--- config.mk ---
export PLATFORM = sky130hd
export DESIGN_NAME = crc_engine
export DESIGN_NICKNAME = d
export VERILOG_FILES = /design/src/rtl/crc_engine_pkg.sv /design/src/rtl/crc_byte_step.sv /design/src/rtl/crc_finalize.sv /design/src/rtl/crc_engine.sv
export SDC_FILE = /design/constraint.sdc
export NUM_CORES = 1
export LEC_CHECK = 0
export ABC_CLOCK_PERIOD_IN_PS = 7900
export BUFFER_PORTS_ARGS = -buffer_cell sky130_fd_sc_hd__buf_2
export CAP_MARGIN = 40
export CORE_MARGIN = 1.5
export CORE_UTILIZATION = 61
export CTS_BUF_LIST = sky130_fd_sc_hd__clkbuf_4 sky130_fd_sc_hd__clkbuf_8 sky130_fd_sc_hd__clkbuf_16
export CTS_CLUSTER_DIAMETER = 120
export CTS_CLUSTER_SIZE = 16
export DETAILED_ROUTE_END_ITERATION = 12
export PLACE_DENSITY = 0.83
export REMOVE_ABC_BUFFERS = 1
export SYNTH_ARGS = -nofsm -noshare
export SYNTH_HDL_FRONTEND = slang
export SYNTH_SLANG_ARGS = --single-unit
--- constraint.sdc ---
create_clock -name clk -period 7.9 [get_ports clk]
set_clock_uncertainty 0.05 [all_clocks]
set_input_delay 0.395 -clock clk [delete_from_list [all_inputs] [get_ports clk]]
set_output_delay 0.395 -clock clk [all_outputs]
set_load 0.01 [all_outputs]
--- src/rtl/crc_engine_pkg.sv ---
package crc_engine_pkg;
  localparam int BYTE_W = 8;

  typedef enum logic [1:0] {
    ST_IDLE  = 2'd0,
    ST_DATA  = 2'd1,
    ST_EMIT  = 2'd2,
    ST_CHECK = 2'd3
  } crc_state_t;

  function automatic logic [BYTE_W-1:0] flip_byte(input logic [BYTE_W-1:0] b);
    logic [BYTE_W-1:0] r;
    for (int i = 0; i < BYTE_W; i++) r[i] = b[BYTE_W-1-i];
    return r;
  endfunction
endpackage

--- src/rtl/crc_byte_step.sv ---
module crc_byte_step #(
  parameter int CW = 32
) (
  input  logic [CW-1:0] crc_in,
  input  logic [CW-1:0] poly,
  input  logic [7:0]    data,
  output logic [CW-1:0] crc_out
);
  logic [8:0][CW-1:0] chain;

  assign chain[0] = crc_in;

  for (genvar b = 0; b < 8; b++) begin : g_bit
    logic fb;
    assign fb          = chain[b][CW-1] ^ data[7-b];
    assign chain[b+1]  = {chain[b][CW-2:0], 1'b0} ^ (fb ? poly : '0);
  end

  assign crc_out = chain[8];
endmodule

--- src/rtl/crc_finalize.sv ---
module crc_finalize #(
  parameter int CW  = 32,
  parameter int SHW = 6
) (
  input  logic [CW-1:0]  acc,
  input  logic [SHW-1:0] shamt,
  input  logic           refl_out,
  input  logic [CW-1:0]  xor_out,
  output logic [CW-1:0]  result
);
  logic [CW-1:0] acc_rev;
  logic [CW-1:0] mask;

  for (genvar i = 0; i < CW; i++) begin : g_rev
    assign acc_rev[i] = acc[CW-1-i];
  end

  assign mask   = {CW{1'b1}} >> shamt;
  assign result = ((refl_out ? acc_rev : (acc >> shamt)) ^ xor_out) & mask;
endmodule

--- src/rtl/crc_engine.sv ---
module crc_engine
  import crc_engine_pkg::*;
#(
  parameter int MAX_OCTETS = 4,
  parameter int SIZE_W     = 3,
  parameter int SKIP_W     = 4,
  localparam int CW        = 8 * MAX_OCTETS,
  localparam int IDXW      = $clog2(MAX_OCTETS + 1),
  localparam int SHW       = $clog2(CW + 1)
) (
  input  logic              clk,
  input  logic              rst,
  input  logic [SIZE_W-1:0] cfg_size,
  input  logic [SKIP_W-1:0] cfg_skip,
  input  logic              cfg_refl_in,
  input  logic              cfg_refl_out,
  input  logic              cfg_msb_first,
  input  logic [CW-1:0]     cfg_seed,
  input  logic [CW-1:0]     cfg_poly,
  input  logic [CW-1:0]     cfg_xor_out,
  input  logic              cfg_ignore_bad,
  input  logic              tx_mode,
  input  logic              in_valid,
  input  logic              in_sop,
  input  logic              in_eod,
  input  logic [7:0]        in_data,
  output logic              out_valid,
  output logic [7:0]        out_data,
  output logic              out_last,
  output logic              rx_done,
  output logic              crc_ok
);
  crc_state_t        st_q;
  logic [CW-1:0]     crc_q;
  logic [SKIP_W-1:0] skip_q;
  logic [IDXW-1:0]   idx_q;
  logic              bad_q;
  logic              tx_q;

  logic [IDXW-1:0]   eff_sz;
  logic [SHW-1:0]    shamt;
  logic [CW-1:0]     seed_al, poly_al;
  logic [7:0]        din;
  logic [CW-1:0]     step_base, step_out, result, res_sh;
  logic [IDXW-1:0]   pos;
  logic [7:0]        exp_byte;
  logic              accept, starting, skipping, eod_now, tx_eff, idx_last, mism;

  always_comb begin
    eff_sz   = (cfg_size > SIZE_W'(MAX_OCTETS)) ? IDXW'(MAX_OCTETS) : IDXW'(cfg_size);
    shamt    = SHW'(CW - 8 * int'(eff_sz));
    seed_al  = cfg_seed << shamt;
    poly_al  = cfg_poly << shamt;
    din      = cfg_refl_in ? flip_byte(in_data) : in_data;
    accept   = in_valid && (st_q != ST_EMIT);
    starting = accept && in_sop;
    skipping = starting ? (cfg_skip != '0) : (skip_q != '0);
    step_base = starting ? seed_al : crc_q;
    eod_now  = accept && in_eod && (starting || st_q == ST_DATA);
    tx_eff   = starting ? tx_mode : tx_q;
    idx_last = (idx_q == eff_sz - IDXW'(1));
    pos      = cfg_msb_first ? (eff_sz - IDXW'(1) - idx_q) : idx_q;
    res_sh   = result >> {pos, 3'b000};
    exp_byte = res_sh[7:0];
    mism     = (in_data != exp_byte);
  end

  crc_byte_step #(.CW(CW)) step_i (
    .crc_in (step_base),
    .poly   (poly_al),
    .data   (din),
    .crc_out(step_out)
  );

  crc_finalize #(.CW(CW), .SHW(SHW)) fin_i (
    .acc     (crc_q),
    .shamt   (shamt),
    .refl_out(cfg_refl_out),
    .xor_out (cfg_xor_out),
    .result  (result)
  );

  always_ff @(posedge clk) begin
    if (rst) begin
      st_q      <= ST_IDLE;
      crc_q     <= '0;
      skip_q    <= '0;
      idx_q     <= '0;
      bad_q     <= 1'b0;
      tx_q      <= 1'b0;
      out_valid <= 1'b0;
      out_data  <= '0;
      out_last  <= 1'b0;
      rx_done   <= 1'b0;
      crc_ok    <= 1'b0;
    end else begin
      out_valid <= 1'b0;
      out_last  <= 1'b0;
      rx_done   <= 1'b0;
      if (starting) begin
        tx_q   <= tx_mode;
        crc_ok <= 1'b0;
        idx_q  <= '0;
        bad_q  <= 1'b0;
        crc_q  <= skipping ? seed_al : step_out;
        skip_q <= skipping ? cfg_skip - SKIP_W'(1) : '0;
        st_q   <= ST_DATA;
      end else begin
        case (st_q)
          ST_DATA: begin
            if (in_valid) begin
              if (skipping) skip_q <= skip_q - SKIP_W'(1);
              else          crc_q  <= step_out;
            end
          end
          ST_EMIT: begin
            out_valid <= 1'b1;
            out_data  <= exp_byte;
            out_last  <= idx_last;
            idx_q     <= idx_q + IDXW'(1);
            if (idx_last) st_q <= ST_IDLE;
          end
          ST_CHECK: begin
            if (in_valid) begin
              idx_q <= idx_q + IDXW'(1);
              if (idx_last) begin
                crc_ok  <= !(bad_q || mism);
                rx_done <= !(bad_q || mism) || cfg_ignore_bad;
                st_q    <= ST_IDLE;
              end else begin
                bad_q <= bad_q || mism;
              end
            end
          end
          default: ;
        endcase
      end
      if (eod_now) begin
        if (eff_sz == '0) begin
          st_q <= ST_IDLE;
          if (!tx_eff) begin
            crc_ok  <= 1'b1;
            rx_done <= 1'b1;
          end
        end else begin
          st_q <= tx_eff ? ST_EMIT : ST_CHECK;
        end
      end
    end
  end
endmodule

# After elaboration in Yosys (flattened, before gate mapping)
# Index checks and enable logic that the tools add are counted.
[word_totals]
output_inout_bits = 12
in_bits = 121
mem_bits_rw = 0
mem_count = 0
rom_bits = 0
elab_cells = 126
ff_bits = 55
latchBits = 0
[op_classes]
mul = 0
n_bitwise = 21
n_mux = 49
addsub = 6
shift = 5
n_eq_ne = 9
div = 0
n_lt_le_gt_ge = 1
reduce_logical = 24
[ops]
columns = ["operator", "count"]
rows = [
  ["2-to-1 mux 32 bit", 15],
  ["bitwise XOR 32 bit", 9],
  ["<< shifter 32 x 6 -> 32 bit", 2],
  ["bitwise AND 32 bit", 1],
  [">> shifter 32 x 6 -> 32 bit", 1],
  [">> shifter 32 x 6 -> 32 bit (first input constant)", 1],
  [">> shifter 32 x 6 -> 8 bit", 1],
  ["2-to-1 mux 4 bit", 5],
  ["2-to-1 mux 1 bit", 18],
  ["nonzero test 4 bit", 3],
  ["2-to-1 mux 2 bit", 5],
  ["2-to-1 mux 3 bit", 3],
  ["AND reduction 3 bit", 3],
  ["2-to-1 mux 8 bit", 1],
  ["inequality test 8 bit", 1],
  ["nonzero test 2 bit", 4],
  ["subtractor 4 x 1 -> 4 bit (second input constant)", 2],
  ["bitwise XOR 1 bit", 8],
  ["inequality test 2 bit (second input constant)", 3],
  ["case mux 3 bit (2 select lines)", 1],
  ["AND reduction 2 bit", 3],
  ["subtractor 6 bit (first input constant)", 1],
  ["== test 2 bit (second input constant)", 2],
  ["logical AND 1 bit", 4],
  ["other kinds (14)", 18],
]

# Logic depth before layout (Yosys ltp)
# Gate-level depths: netlist of the first run.
[depth]
word_depth = 33
ltp_mapped = 32
depth_no_buf = 20

# Modules after synthesis
# From an unflattened synthesis of the first run, not the netlist that was laid out.
[hier_totals]
hier_cells = 1681
area_unflattened_um2 = 12324.3
[modules_own_cells]
columns = ["mod", "n_inst", "seq_area_each_um2", "cells_each", "area_per_inst_um2"]
rows = [
  ["crc_engine", 1, 1101.1, 700, 4795.8],
  ["crc_byte_step", 1, 0.0, 642, 4575.6],
  ["crc_finalize", 1, 0.0, 339, 2952.8],
]

# Worst setup path before layout of the first run
# No wires, ideal clock.
[synth_path]
path_kind = "input to register"
startpoint = "input port cfg_size[2]"
endpoint = "register crc_q[25]"
path_slack_ps = 712
t_arrival_ps = 7021
cell_stages = 28
setup_time_ps = 117
path_buffers = 9
t_required_ps = 7733
cell_sequence = "nand2b_1 > buf_6 > buf_2 > clkbuf_1 > clkbuf_1 > clkbuf_1 > clkbuf_1 > clkbuf_1 > ha_1 > ha_1 > buf_2 > and2b_1 > nand3_1 > o221a_1 > buf_2 > mux2i_4 > xnor2_2 > or4_4 > a211o_1 > o211ai_2 > mux2_2 > a311oi_2 > xnor2_2 > mux2_4 > a2111oi_4 > xnor3_1 > nand2_1 > a32o_1"
[synth_via]
elab_chain_cells = 33
word_cells_on_any_way = 35
classes_between = "add/sub: 1; order compare: 1; shift: 2; mux: 15; bitwise: 16"
[synth_rtl]
columns = ["item", "line", "text"]
rows = [
  ["start, declared", "crc_engine.sv:13", "input logic [SIZE_W-1:0] cfg_size,"],
  ["greater-than comparator 3 bit", "crc_engine.sv:50", "eff_sz = (cfg_size > SIZE_W'(MAX_OCTETS)) ? IDXW'(MAX_OCTETS) : IDXW'(cfg_size);"],
  ["2-to-1 mux 3 bit *", "crc_engine.sv:50", ""],
  ["subtractor 6 bit *", "crc_engine.sv:51", "shamt = SHW'(CW - 8 * int'(eff_sz));"],
  ["<< shifter 32 x 6 -> 32 bit", "crc_engine.sv:52", "seed_al = cfg_seed << shamt;"],
  ["2-to-1 mux 32 bit", "crc_engine.sv:58", "step_base = starting ? seed_al : crc_q;"],
  ["bitwise XOR 1 bit", "crc_byte_step.sv:15", "assign fb = chain[b][CW-1] ^ data[7-b];"],
  ["2-to-1 mux 32 bit", "crc_byte_step.sv:16", "assign chain[b+1] = {chain[b][CW-2:0], 1'b0} ^ (fb ? poly : '0);"],
  ["bitwise XOR 32 bit", "crc_byte_step.sv:16", ""],
  ["[17 not listed]", "-", ""],
  ["bitwise XOR 32 bit", "crc_byte_step.sv:16", ""],
  ["bitwise XOR 1 bit", "crc_byte_step.sv:15", ""],
  ["2-to-1 mux 32 bit", "crc_byte_step.sv:16", ""],
  ["bitwise XOR 32 bit", "crc_byte_step.sv:16", ""],
  ["2-to-1 mux 32 bit", "crc_engine.sv:112", "if (skipping) skip_q <= skip_q - SKIP_W'(1);"],
  ["2-to-1 mux 32 bit", "crc_engine.sv:111", "if (in_valid) begin"],
  ["2-to-1 mux 32 bit", "crc_engine.sv:109", "case (st_q)"],
  ["2-to-1 mux 32 bit *", "crc_engine.sv:100", "if (starting) begin"],
  ["end signal, assigned", "crc_engine.sv:105", "crc_q <= skipping ? seed_al : step_out;"],
  ["end signal, assigned", "crc_engine.sv:113", "else crc_q <= step_out;"],
  ["end, declared", "crc_engine.sv:34", "logic [CW-1:0] crc_q;"],
]
# Every way passes the cells marked *; elsewhere a longest branch is shown, timed or not. The select of a mux whose other input is x is not followed.
# A chain may end at the register's enable or synchronous reset.

# Final worst setup path of the first run
[layout_path]
startpoint = "input port cfg_size[2]"
endpoint = "register crc_q[22]"
# The elaborated chain is that of the path after synthesis.

==> results.py, run 1 <==
metrics = {
    "run_status": {
        "status": "finished clean",
    },
    "timing": {
        "minimum_hold_slack_ps": 342,
        "finalSetupViolations": 0,
        "max-slew-margin-rel_pct": 40.3,
        "final_min_period_over_clock_period_pct": 84.6,
        "setup_repair_after_global_routing_missed_its_margin": "no",
        "timing.final.hold_violations": 0,
        "worstMarginPinSlew_ps": 889,
        "report.final.slew_viol_count": 0,
        "min_period_ps": 6680,
        "max_clock_freq_mhz": 150,
    },
    "cts": {
        "insertion_delay_ps": 300,
        "cts_buffer_depth": 2,
        "cts_hold_repair.buffers": 0,
        "cts_post_setup_buffers_inserted": 0,
        "cts_made_buffers": 5,
        "cts_resized": 0,
        "cts.sinks": 55,
        "cts.htree.levels": 2,
        "cts.clk_slew.worst_paths_ps": 80,
        "tritoncts_clock_tree": "done",
        "cts_root_buf": "clkbuf_16",
    },
    "finish": {
        "drive_gt1_share_pct": 13.9,
        "diodes": 0,
        "final_util_pct": 67.6,
        "area_occupied_by_multi_input_gates_um2": 9040,
        "finish.instance_area_um2": 11600,
        "seq_area_um2": 1100,
        "layout.cells.most_common": "nand2_1",
        "non_filler_cells_final": 1919,
        "nNetsFinal": 1825,
        "area_delta_synth_final_pct": 8.74,
        "filler_cell_count": 1579,
        "final_cell_mix": "nand2_1 (334), xnor2_1 (181), a21oi_1 (150)",
    },
    "critical_path": {
        "crit_required_ps": 8060,
        "worst_ep_arrival_time_ps": 6840,
        "timing.critical_path.depth": 24,
        "worst_setup_path_end_kind": "register",
        "worstRegToRegCells": 19,
        "worstReg2RegEnd": "crc_q[22]",
        "timing.rr.start": "st_q[0]",
        "cp_cell_sequence": "buf_2 -> inv_1 -> nand2_1 -> ha_1 -> ha_1 -> and2b_1 -> nand3_1 -> buf_4 -> o221a_1 -> xnor2_1 -> buf_4 -> xnor2_1 -> or4_4 -> a211o_1 -> o211ai_4 -> mux2_2 -> a311oi_2 -> xnor2_2 -> buf_4 -> nand2b_1 -> o22ai_1 -> a211oi_1 -> xnor3_1 -> o22ai_1",
        "worst_setup_path_start_kind": "input port",
        "critPathTopFamily": "compound AO/OA/AOI/OAI gates",
        "worstSetupPathType": "in -> reg",
        "worstPathBufferInverterCount": 5,
        "slowest_delay_ps": 500,
        "critical_path_peak_fanout": 16,
        "timing.critical_path.mode_cell": "buf_4",
        "reg2reg_setup_slack_ps": 1470,
        "critical-path-slowest-cell": "xnor3_1",
    },
    "power_and_ir_drop": {
        "powerDensity_nw_per_um2": 375,
        "fin_total_pwr_mw": 4.36,
        "irDropWorstVdd_mv": 0.273,
        "cellLeakagePower_nw": 4.39,
    },
    "synth": {
        "number_of_synthesized_flops_with_an_enable_pin": 0,
        "syn-mean-instance-area_um2": 6.52,
        "synthDominantAreaCellType": "xnor2_1",
        "synth_sequential_area_ratio_pct": 10.3,
        "synth_register_bits": 55,
        "ys_warn_count": 0,
        "post_synth_instance_area_um2": 10700,
        "synth.top_cell.area_share_pct": 14.9,
        "synth-main-ff-cell": "dfxtp_1",
        "postSynthCellCount": 1642,
        "synth_area_leaders": "xnor2_1 (15%), nand2_1 (12%), dfxtp_1 (10%)",
        "synthArstFlopShare_pct": 0,
        "post_synth_num_cell_types": 84,
    },
    "min_path": {
        "hold_path_depth": 3,
        "worstHoldEndpoint": "tx_q",
        "hp-start": "tx_mode",
        "min_path_type": "in -> reg",
    },
    "routing": {
        "drt-pass1-iter-count": 6,
        "drc": 0,
        "vias": 13004,
        "routed_wire_length_um": 40800,
        "wl_per_cell_um": 21.3,
        "drt_iter0_drc": 1978,
        "viasPerCell": 6.78,
        "antenna_left": 0,
    },
    "global_routing": {
        "grt_pass1_vias": 11452,
        "groute.usage.overall_pct": 43.3,
        "global_route.overflow_total": 0,
        "antenna_violations_before_repair": 0,
        "grt_start_max_net_pins": 58,
        "global_route_wire_length_before_repair_um": 62600,
    },
    "place": {
        "post-place-cells": 1911,
        "port-buffer-count": 132,
        "dp_hpwl_um": 30300,
        "post_dp_cell_area_um2": 11500,
        "gp_congestion": 1.03,
    },
    "die": {
        "ios": 133,
        "die_height_um": 135,
        "fp.dieW_um": 135,
        "fp-row-count": 48,
        "initial_core_util_pct": 62.1,
        "design.core.area_um2": 17200,
        "design.die.area_um2": 18400,
    },
    "run": {
        "drv_cap": 0,
    },
}
[metal layers]
| layer | track usage [%] | routed length (um) |
|---|---|---|
| met5 | 1.39 | 0 |
| met4 | 18.0 | 2160 |
| met3 | 7.97 | 5680 |
| met2 | 67.1 | 17400 |
| met1 | 58.9 | 15500 |
[flip-flops by register name (all words and copies together) (netlist names)]
register / cells
out_data: 8
rx_done: 1
crc_q: 32
out_valid: 1
tx_q: 1
crc_ok: 1
bad_q: 1
out_last: 1
skip_q: 4
idx_q: 3
st_q: 2
[cells in the mapped netlist (4+ instances only)]
library cell / number
nand2_1: 335
xnor2_1: 182
a21oi_1: 150
nor2_1: 133
o21ai_0: 107
clkbuf_1: 96
xor2_1: 66
dfxtp_1: 55
mux2i_1: 52
o22ai_1: 50
nor3_1: 44
nand3_1: 40
and3_1: 31
a22oi_1: 30
a211oi_1: 20
buf_1: 17
buf_2: 15
inv_1: 14
o21ai_1: 14
a221oi_1: 12
ha_1: 10
nor4_1: 10
mux2_2: 9
o21a_1: 9
o32ai_1: 9
xnor3_1: 9
a21o_1: 6
o211ai_1: 6
or3_1: 6
and2_1: 5
mux4_2: 5
nand2b_1: 5
nand4_1: 5
o2bb2ai_1: 4
o31ai_1: 4
or2_2: 4
xnor2_2: 4
[area by class of cell]
type                    count  area share, %
clock buffers               8           1.38
inverters                  15          0.527
multi-input cells        1440           77.6
flip-flops and latches     55           9.46
well taps                 225           2.42
repair buffers            176           8.61
[cell families (layout without fill, tap and decap cells)]
family	after synthesis	count (layout)	share of synthesized area, %
simple gates	641	641	26.1
compound gates	454	454	26.1
xor+xnor	262	262	22.9
buf+inv	147	199	5.59
mux	71	71	7.57
flops	55	55	10.3
fa+ha+maj	12	12	1.45
[report_power, final]
part           switching, mW  leakage [nW]  internal, mW  total, mW
Clock                  0.112        0.0806         0.139      0.251
Sequential            0.0971         0.447         0.327      0.424
Combinational           2.19          3.86          1.50       3.69
Total                   2.40          4.39          1.97       4.36
[how the worst max path moves through the flow]
stage                      startpoint        end  slack (ps)
final                     cfg_size[2]  crc_q[22]        1220
after global routing      cfg_size[2]  crc_q[22]         920
after CTS                 cfg_size[2]  crc_q[22]        1390
after detailed placement  cfg_size[2]  crc_q[22]        1110
after global placement    cfg_size[2]   crc_q[9]        1080
after floorplan           cfg_size[2]  crc_q[26]       -1620
[worst min-delay path: cells and delay by family]
family / cells / cell delay (ps)
simple gates: 1 / 90
mux: 1 / 90
buf+inv: 1 / 80
[through the flow]
step / TNS [ps] / setup slack [ps]
2_1_floorplan: -39910 / -1620
3_3_place_gp: 0 / 1080
3_5_place_dp: 0 / 1110
4_1_cts: 0 / 1390
5_1_grt: 0 / 919
6_report: 0 / 1220
Note: power is estimated with default switching activity, not from simulation.
==> inputs of run 2 (changes only) <==
ABC_CLOCK_PERIOD_IN_PS = 6700   (was 7900)
clock period = 6.7 ns   (was 7.9 ns; I/O delays follow)
==> results.py, run 2 (synthesized netlist as in run 1, its figures left out) <==
metrics = {
    "run_status": {
        "status": "finished clean",
    },
    "routing": {
        "drt-met1-wl_um": 16000,
        "vias": 12815,
        "drt_iter0_drc": 1654,
        "route.met3.wl_um": 5110,
        "viasPerCell": 6.68,
        "drc": 0,
        "drt-pass1-iter-count": 6,
        "wl_met2_um": 17300,
        "highest_signal_layer_in_the_routed_design": "met4",
        "antenna_left": 0,
        "routed_wire_length_um": 40600,
        "wl_per_cell_um": 21.2,
    },
    "finish": {
        "nNetsFinal": 1825,
        "final_cell_mix": "nand2_1 (334), xnor2_1 (181), a21oi_1 (150)",
        "registers.top_by_ff_count": "crc_q",
        "drive_gt1_share_pct": 13.8,
        "top_regs": "crc_q (32), out_data (8), skip_q (4)",
        "seq_area_um2": 1100,
        "non_filler_cells_final": 1917,
        "final_util_pct": 67.5,
        "layout.cells.most_common": "nand2_1",
        "largest_reg_flops": 32,
        "area_occupied_by_multi_input_gates_um2": 9040,
        "filler_cell_count": 1563,
        "area_delta_synth_final_pct": 8.61,
        "diodes": 0,
    },
    "critical_path": {
        "worstRegToRegCells": 18,
        "critical-path-slowest-cell": "nor4_4",
        "slowest_delay_ps": 820,
        "worst_ep_arrival_time_ps": 6420,
        "worstReg2RegEnd": "crc_q[22]",
        "worst_setup_path_start_kind": "input port",
        "reg2reg_setup_slack_ps": 570,
        "critical_path_peak_fanout": 27,
        "cp_cell_sequence": "buf_2 -> inv_1 -> nand2_1 -> ha_1 -> ha_1 -> and2b_1 -> nand3_1 -> buf_4 -> o221ai_2 -> xor2_1 -> nor4_1 -> or4_1 -> o21a_1 -> or2_1 -> buf_4 -> or3_1 -> nand3_1 -> a31oi_1 -> nor4_4 -> nor3_1 -> o21ai_0 -> or3b_1 -> a32o_1",
        "worstSetupPathType": "in -> reg",
        "timing.rr.start": "st_q[0]",
        "crit_required_ps": 6840,
        "worst_setup_path_end_kind": "register",
    },
    "cts": {
        "cts_root_buf": "clkbuf_16",
        "cts_made_buffers": 5,
        "cts_hold_repair.buffers": 0,
        "cts.htree.levels": 2,
        "cts.clk_slew.worst_paths_ps": 70,
        "insertion_delay_ps": 300,
        "cts_resized": 0,
        "cts_post_setup_buffers_inserted": 0,
        "tritoncts_clock_tree": "done",
        "cts.sinks": 55,
        "cts_buffer_depth": 2,
    },
    "power_and_ir_drop": {
        "powerDensity_nw_per_um2": 435,
        "cellLeakagePower_nw": 4.38,
        "irDropWorstVdd_mv": 0.353,
    },
    "timing": {
        "finalSetupViolations": 0,
        "timing.final.hold_violations": 0,
        "report.final.slew_viol_count": 0,
        "min_period_ps": 6280,
        "post-route-worst-setup-slack_ps": 423,
        "minimum_hold_slack_ps": 299,
        "max_clock_freq_mhz": 159,
        "max-slew-margin-rel_pct": 36.7,
        "final_min_period_over_clock_period_pct": 93.7,
        "worstMarginPinSlew_ps": 947,
        "setup_repair_after_global_routing_missed_its_margin": "no",
    },
    "place": {
        "dp_hpwl_um": 30500,
        "port-buffer-count": 132,
        "place_worst_setup_slack_ps": 248,
        "gp_congestion": 1.00,
        "post-place-cells": 1911,
    },
    "min_path": {
        "min_path_type": "in -> reg",
        "hold_path_depth": 3,
        "hp-start": "cfg_seed[2]",
        "worstHoldEndpoint": "crc_q[2]",
    },
    "die": {
        "ios": 133,
        "initial_core_util_pct": 62.1,
        "design.die.area_um2": 18400,
        "die_height_um": 135,
        "fp.dieW_um": 135,
        "fp-row-count": 48,
        "design.core.area_um2": 17200,
    },
    "global_routing": {
        "grt_start_max_net_pins": 70,
        "antenna_violations_before_repair": 0,
        "global_route.overflow_total": 0,
        "grt_pass1_vias": 11249,
        "groute.usage.overall_pct": 43.4,
        "global_route_wire_length_before_repair_um": 62400,
    },
    "run": {
        "drv_cap": 0,
    },
}
run 2: changes by cell type in the layout (fill, tap and decap cells not counted), sizes merged:
cell	delta
clkbuf	-2
run 2: area by class of cell:
class                   instances  area share [%]
multi-input cells            1440            77.7
clock buffers                   6            1.14
repair buffers                176            8.74
flip-flops and latches         55            9.47
well taps                     225            2.42
inverters                      15           0.527
run 2: how the worst max path moves through the flow:
| stage | slack, ps | startpoint | endpoint |
|---|---|---|---|
| floorplan | -2760 | cfg_size[2] | crc_q[26] |
| global placement | 500 | cfg_size[2] | crc_q[26] |
| detailed placement | 250 | cfg_size[2] | crc_q[22] |
| CTS | 550 | cfg_size[2] | crc_q[22] |
| global route | 160 | cfg_size[2] | crc_q[22] |
| finish | 420 | cfg_size[2] | crc_q[26] |
run 2: worst max-delay path, delay by kind of cell:
family / cells / cell delay (ps)
buf+inv: 4 / 620
fa+ha+maj: 2 / 560
simple gates: 11 / 3270
compound gates: 5 / 1100
xor+xnor: 1 / 520
run 2: layer usage:
layer  track usage (%)  up-vias
li1                  -     5865
met1              59.3     5869
met2              65.8      916
met3              8.57      165
met4              19.6        0
met5                 0        -
run 2: power by group:
group	internal [mW]	switching [mW]	leakage [nW]	total, mW
logic	1.76	2.53	3.87	4.29
registers	0.386	0.116	0.447	0.502
clock network	0.139	0.122	0.0662	0.261
run 2: metrics by stage:
step	setup TNS [ps]	instance area [um^2]	total power [mW]
detailed placement	0	11500	4.67
finish	0	11600	5.06
global placement	0	11500	4.60
floorplan	-76390	10200	3.57
global route	0	11600	5.36
CTS	0	11600	4.93
